## config.mk

```make
export PLATFORM = sky130hd
export DESIGN_NAME = cmac3_top
export DESIGN_NICKNAME = d
export VERILOG_FILES = /design/src/rtl/cmac3_pkg.sv /design/src/rtl/cmac3_preadd.sv /design/src/rtl/cmac3_mults.sv /design/src/rtl/cmac3_acc.sv /design/src/rtl/cmac3_top.sv
export SDC_FILE = /design/constraint.sdc
export NUM_CORES = 2
export LEC_CHECK = 0
export ABC_AREA = 0
export ABC_CLOCK_PERIOD_IN_PS = 9300
export CAP_MARGIN = 20
export CORE_ASPECT_RATIO = 1.2
export CORE_MARGIN = 1
export CORE_UTILIZATION = 50
export CTS_CLUSTER_SIZE = 24
export DETAILED_ROUTE_END_ITERATION = 8
export DONT_BUFFER_PORTS = 1
export HOLD_SLACK_MARGIN = 0.05
export MAX_ROUTING_LAYER = met4
export PLACE_DENSITY = 0.73
export SLEW_MARGIN = 20
export SYNTH_ARGS = -nofsm -noshare
export SYNTH_HDL_FRONTEND = slang
export SYNTH_SLANG_ARGS = --single-unit
```

## constraint.sdc

```tcl
create_clock -name clk -period 9.3 [get_ports clk]
set_input_delay 1.86 -clock clk [delete_from_list [all_inputs] [get_ports clk]]
set_output_delay 1.86 -clock clk [all_outputs]
set_load 0.01 [all_outputs]
```

## src/rtl/cmac3_pkg.sv

```systemverilog
package cmac3_pkg;

    typedef enum logic [1:0] {
        OP_CLR = 2'b00,
        OP_LD  = 2'b01,
        OP_ADD = 2'b10,
        OP_SUB = 2'b11
    } cmac_op_e;

endpackage

```

## src/rtl/cmac3_preadd.sv

```systemverilog
module cmac3_preadd #(
    parameter int DW = 16,
    localparam int SW = DW + 1
) (
    input  logic          clk,
    input  logic          rst_n,
    input  logic          vld_i,
    input  logic [1:0]    op_i,
    input  logic          fixed_i,
    input  logic [DW-1:0] a_i,
    input  logic [DW-1:0] b_i,
    input  logic [DW-1:0] c_i,
    input  logic [DW-1:0] d_i,
    input  logic [SW-1:0] dmc_i,
    input  logic [SW-1:0] cpd_i,
    output logic          vld_o,
    output logic [1:0]    op_o,
    output logic [DW-1:0] a_o,
    output logic [DW-1:0] b_o,
    output logic [DW-1:0] c_o,
    output logic [SW-1:0] sab_o,
    output logic [SW-1:0] sdc_o,
    output logic [SW-1:0] scd_o
);

    typedef struct packed {
        logic          vld;
        logic [1:0]    op;
        logic [DW-1:0] a;
        logic [DW-1:0] b;
        logic [DW-1:0] c;
        logic [SW-1:0] sab;
        logic [SW-1:0] sdc;
        logic [SW-1:0] scd;
    } pre_st_t;

    pre_st_t st_d, st_q;

    logic [SW-1:0] ax, bx, cx, dx;

    always_comb begin
        ax = {a_i[DW-1], a_i};
        bx = {b_i[DW-1], b_i};
        cx = {c_i[DW-1], c_i};
        dx = {d_i[DW-1], d_i};

        st_d     = st_q;
        st_d.vld = vld_i;
        if (vld_i) begin
            st_d.op  = op_i;
            st_d.a   = a_i;
            st_d.b   = b_i;
            st_d.c   = c_i;
            st_d.sab = ax + bx;
            if (fixed_i) begin
                st_d.sdc = dmc_i;
                st_d.scd = cpd_i;
            end else begin
                st_d.sdc = dx - cx;
                st_d.scd = cx + dx;
            end
        end
    end

    always_ff @(posedge clk or negedge rst_n) begin
        if (!rst_n) st_q <= '0;
        else        st_q <= st_d;
    end

    assign vld_o = st_q.vld;
    assign op_o  = st_q.op;
    assign a_o   = st_q.a;
    assign b_o   = st_q.b;
    assign c_o   = st_q.c;
    assign sab_o = st_q.sab;
    assign sdc_o = st_q.sdc;
    assign scd_o = st_q.scd;

endmodule

```

## src/rtl/cmac3_mults.sv

```systemverilog
module cmac3_mults #(
    parameter int DW = 16,
    parameter int NM = 3,
    localparam int SW = DW + 1,
    localparam int PW = DW + SW
) (
    input  logic                   clk,
    input  logic                   rst_n,
    input  logic                   vld_i,
    input  logic [1:0]             op_i,
    input  logic [NM-1:0][DW-1:0]  x_i,
    input  logic [NM-1:0][SW-1:0]  y_i,
    output logic                   vld_o,
    output logic [1:0]             op_o,
    output logic [NM-1:0][PW-1:0]  p_o
);

    typedef struct packed {
        logic                  vld;
        logic [1:0]            op;
        logic [NM-1:0][PW-1:0] p;
    } mul_st_t;

    mul_st_t st_d, st_q;

    logic [PW-1:0] prod_w [NM];

    for (genvar g = 0; g < NM; g++) begin : g_mul
        logic signed [PW-1:0] xe, ye;
        assign xe = $signed({{SW{x_i[g][DW-1]}}, x_i[g]});
        assign ye = $signed({{DW{y_i[g][SW-1]}}, y_i[g]});
        assign prod_w[g] = xe * ye;
    end

    always_comb begin
        st_d     = st_q;
        st_d.vld = vld_i;
        if (vld_i) begin
            st_d.op = op_i;
            for (int i = 0; i < NM; i++) begin
                st_d.p[i] = prod_w[i];
            end
        end
    end

    always_ff @(posedge clk or negedge rst_n) begin
        if (!rst_n) st_q <= '0;
        else        st_q <= st_d;
    end

    assign vld_o = st_q.vld;
    assign op_o  = st_q.op;
    assign p_o   = st_q.p;

endmodule

```

## src/rtl/cmac3_acc.sv

```systemverilog
module cmac3_acc
    import cmac3_pkg::*;
#(
    parameter int PW = 33,
    parameter int AW = 40
) (
    input  logic          clk,
    input  logic          rst_n,
    input  logic          vld_i,
    input  logic [1:0]    op_i,
    input  logic [PW-1:0] k1_i,
    input  logic [PW-1:0] k2_i,
    input  logic [PW-1:0] k3_i,
    output logic [AW-1:0] re_o,
    output logic [AW-1:0] im_o
);

    localparam int EXT = AW - PW;

    typedef struct packed {
        logic [AW-1:0] re;
        logic [AW-1:0] im;
    } acc_st_t;

    acc_st_t st_d, st_q;

    logic [AW-1:0] k1x, k2x, k3x, pre, pim;

    always_comb begin
        k1x = {{EXT{k1_i[PW-1]}}, k1_i};
        k2x = {{EXT{k2_i[PW-1]}}, k2_i};
        k3x = {{EXT{k3_i[PW-1]}}, k3_i};
        pre = k1x - k3x;
        pim = k1x + k2x;

        st_d = st_q;
        if (vld_i) begin
            case (cmac_op_e'(op_i))
                OP_CLR: begin
                    st_d.re = '0;
                    st_d.im = '0;
                end
                OP_LD: begin
                    st_d.re = pre;
                    st_d.im = pim;
                end
                OP_ADD: begin
                    st_d.re = st_q.re + pre;
                    st_d.im = st_q.im + pim;
                end
                default: begin
                    st_d.re = st_q.re - pre;
                    st_d.im = st_q.im - pim;
                end
            endcase
        end
    end

    always_ff @(posedge clk or negedge rst_n) begin
        if (!rst_n) st_q <= '0;
        else        st_q <= st_d;
    end

    assign re_o = st_q.re;
    assign im_o = st_q.im;

endmodule

```

## src/rtl/cmac3_top.sv

```systemverilog
module cmac3_top #(
    parameter int DW = 16,
    parameter int AW = 40,
    localparam int SW = DW + 1,
    localparam int PW = DW + SW
) (
    input  logic          clk,
    input  logic          rst_n,
    input  logic          issue,
    input  logic [1:0]    opc,
    input  logic          coef_fixed,
    input  logic [DW-1:0] op_a,
    input  logic [DW-1:0] op_b,
    input  logic [DW-1:0] op_c,
    input  logic [DW-1:0] op_d,
    input  logic [SW-1:0] sum_dmc,
    input  logic [SW-1:0] sum_cpd,
    output logic [AW-1:0] acc_re,
    output logic [AW-1:0] acc_im
);

    logic          s1_vld;
    logic [1:0]    s1_op;
    logic [DW-1:0] s1_a, s1_b, s1_c;
    logic [SW-1:0] s1_sab, s1_sdc, s1_scd;

    logic                 s2_vld;
    logic [1:0]           s2_op;
    logic [2:0][PW-1:0]   s2_p;
    logic [PW-1:0]        k1_q, k2_q, k3_q;

    cmac3_preadd #(.DW(DW)) u_pre (
        .clk     (clk),
        .rst_n   (rst_n),
        .vld_i   (issue),
        .op_i    (opc),
        .fixed_i (coef_fixed),
        .a_i     (op_a),
        .b_i     (op_b),
        .c_i     (op_c),
        .d_i     (op_d),
        .dmc_i   (sum_dmc),
        .cpd_i   (sum_cpd),
        .vld_o   (s1_vld),
        .op_o    (s1_op),
        .a_o     (s1_a),
        .b_o     (s1_b),
        .c_o     (s1_c),
        .sab_o   (s1_sab),
        .sdc_o   (s1_sdc),
        .scd_o   (s1_scd)
    );

    // lane 0: c*(a+b), lane 1: a*(d-c), lane 2: b*(c+d)
    cmac3_mults #(.DW(DW), .NM(3)) u_mul (
        .clk   (clk),
        .rst_n (rst_n),
        .vld_i (s1_vld),
        .op_i  (s1_op),
        .x_i   ({s1_b, s1_a, s1_c}),
        .y_i   ({s1_scd, s1_sdc, s1_sab}),
        .vld_o (s2_vld),
        .op_o  (s2_op),
        .p_o   (s2_p)
    );

    assign k1_q = s2_p[0];
    assign k2_q = s2_p[1];
    assign k3_q = s2_p[2];

    cmac3_acc #(.PW(PW), .AW(AW)) u_acc (
        .clk   (clk),
        .rst_n (rst_n),
        .vld_i (s2_vld),
        .op_i  (s2_op),
        .k1_i  (k1_q),
        .k2_i  (k2_q),
        .k3_i  (k3_q),
        .re_o  (acc_re),
        .im_o  (acc_im)
    );

endmodule

```

==> out/metrics.csv <==
stage,metric,value,unit
cts,# resized after CTS,0,
cells_and_area,Final Util,52.8,%
global_route,total track usage,28.0,%
sta,Slew Limit Headroom,34.6,%
cts,post-CTS setup buffers,0,
cts,# H-tree levels,2,
setup_path,reg2reg start,u_mul.p_o[0],
cts,clock tree buffer depth,3,
sta,fin crit period,7.44,ns
cts,root buf cell,clkbuf_16,
global_route,first-pass GRT wire length,228000,um
routing,Iter 0 DRT Violations,2779,
cells_and_area,fin nets,7173,
global_route,Overflow after GRT,0,
setup_path,Buf/Inv on CP,0,
synthesis,Synth warnings,0,
sta,Final Hold Fails,0,
worst_hold_path,HP Class,reg2reg,
synthesis,Synth Cell Area,52800,um2
sta,Final period util,80.0,%
setup_path,CP startpoint,u_mul.p_o[0],
die,row cnt,130,
routing,via count,40600,
global_route,largest net degree at the start of global routing,285,
die,die area,107000,um2
routing,drt pass-1 iters,5,
die,Ports,184,
sta,Hold Slack,0.488,ns
sta,slew at the pin with the worst max-slew slack,0.982,ns
routing,Post-DRT Antenna Nets,0,
cells_and_area,Area Overhead vs Synth,4.75,%
outcome,outcome,"finished, final reports clean",
synthesis,Syn Nets,7340,
die,Chip Height,358,um
cts,clk slew on worst S/H paths,0.06,ns
sta,worst setup margin,1.86,ns
setup_path,CP Data Required Time,9.78,ns
run,max cap viols,0,
setup_path,crit path max fanout,6,
cells_and_area,fraction of layout instances using a drive strength above 1,4.23,%
setup_path,critical path type,reg2reg,
synthesis,"FF+latch count, synth",284,
synthesis,post-synthesis cell count,5952,
global_route,initial antenna violation count,15,
setup_path,"CP delay by family, top",compound AO/OA/AOI/OAI gates,
routing,final WL,142000,um
sta,Peak Freq,0.134,GHz
setup_path,Crit-path slowest cell,a2111oi_0,
synthesis,"Seq/Total Area, Yosys",13.5,%
placed_design,dpl hpwl,116000,um
worst_hold_path,Hold Path Origin,u_mul.p_o[94],
sta,"Setup violations, final",0,
cts,CTS Buf Count,39,
placed_design,pre-CTS setup slack,1.93,ns
sta,Final Max Slew Viols,0,
synthesis,ys flop type,dfrtp_1,
global_route,vias in the first global route,41500,
synthesis,Syn Area/Cell,8.87,um2
cells_and_area,"commonest non-fill, non-tap cells in the layout","inv_1 (1,064), fa_1 (835), nand2_1 (616), ha_1 (449), and2_1 (344)",
synthesis,"Async S/R FF share, synth",100,%
sta,Clock Skew,0.0552,ns
setup_path,Worst path max stage delay,0.59,ns
routing,Routed WL per cell,19.7,um
die,chip width,299,um
die,starting density of the core,50.4,%
cts,CTS tree,built,
placed_design,RePlAce Congestion,0.942,
routing,DRC,0,
cts,worst-skew pair later-pin latency,0.62,ns
setup_path,Worst Path Arrival,7.93,ns
sta,total negative slack,0,ns
setup_path,startpoint types,register,
sta,unrepaired setup endpoints after global routing,false,
cts,clock sinks,284,
cts,post-cts hold buffer count,0,
synthesis,synth unique cells,95,
setup_path,CP endpoint kind,register,
routing,detailed-route vias per instance,5.62,
die,core area,105000,um2
placed_design,I/O Buffers,0,
cells_and_area,"commonest non-fill, non-tap cell in the layout",inv_1,
synthesis,Post-synth EDFFs,0,
-- final timing paths --
path,endpoint,slack (ns),cells past startpoint
setup / recovery,u_acc.im_o[39],1.86,26
hold / removal,u_mul.p_o[94],0.49,1
setup reg to reg,u_acc.im_o[39],1.86,26
hold reg to reg,u_mul.p_o[94],0.49,1
max in group asynchronous,u_pre.sdc_o[13],7.53,0
min in group asynchronous,u_acc.re_o[21],0.99,0
-- kinds of logic after synthesis --
group / synth area share (%)
AND/OR/NAND/NOR: 15.2
buffers and inverters: 9.25
adder cells (fa/ha/maj): 42.3
AO/OA/AOI/OAI: 12.4
XOR/XNOR: 4.76
flip-flops: 13.5
multiplexers: 2.64
-- final cells by class --
class / count / area, um2
fill: 9597 / 49400
multi-input combinational: 4373 / 40800
sequential: 284 / 7120
inverter: 1069 / 4010
tap: 1386 / 1730
clock buffer: 51 / 1090
clock inverter: 21 / 353
timing repair buffer: 18 / 135
antenna: 20 / 50.0
-- sequential cells by signal (all words and copies together), names as in the netlist --
signal	count
u_mul.p_o	99
u_acc.im_o	40
u_acc.re_o	40
u_pre.sab_o	17
u_pre.scd_o	17
u_pre.sdc_o	17
u_pre.a_o	16
u_pre.b_o	16
u_pre.c_o	16
u_mul.op_o	2
u_pre.op_o	2
u_mul.vld_o	1
u_pre.vld_o	1
-- cells in the mapped netlist (all sizes together), types with 6 or more instances --
master,count,area [um2]
nor4,15,115
a2bb2oi,6,52.6
nand4,21,131
xnor2,216,1890
a21boi,11,82.6
or2,18,113
nand2b,63,394
a2111oi,9,119
nor3,70,362
nor2b,39,246
nand3b,12,90.1
a22oi,43,323
mux2,113,1270
nand3,54,270
a211oi,37,283
a31oi,30,188
ha,449,5620
a31o,7,61.3
o211ai,17,133
clkbuf,205,769
nor2,316,1190
o21bai,43,323
or3,32,200
dfrtp,284,7110
xor2,71,622
o22ai,7,43.8
a21oi,332,1670
o31ai,33,248
o21ai,199,996
fa,835,16700
mux2i,12,120
buf,21,103
nor3b,6,45.0
nand2,616,2310
a21o,116,872
o311a,6,60.1
o311ai,8,70.1
and3,26,168
and2,345,2160
a221o,6,60.1
or4,7,52.6
o21a,41,308
inv,1065,4000
-- metal layers --
metal,global-route usage [%],part of all wire [%]
met3,5.77,8.0
met4,11.7,4.4
met2,44.2,47
met1,34.9,41
met5,-,0
-- metrics by stage --
stage / instance area, um2 / instances
finish: 55300 / 7222
global route: 55300 / 7218
CTS: 55300 / 7202
detailed placement: 53800 / 7130
global placement: 53800 / 7130
floorplan: 52800 / 5952
Power is not shown: default switching activity piles up to over one toggle a cycle in this logic, so the estimate is an artifact.
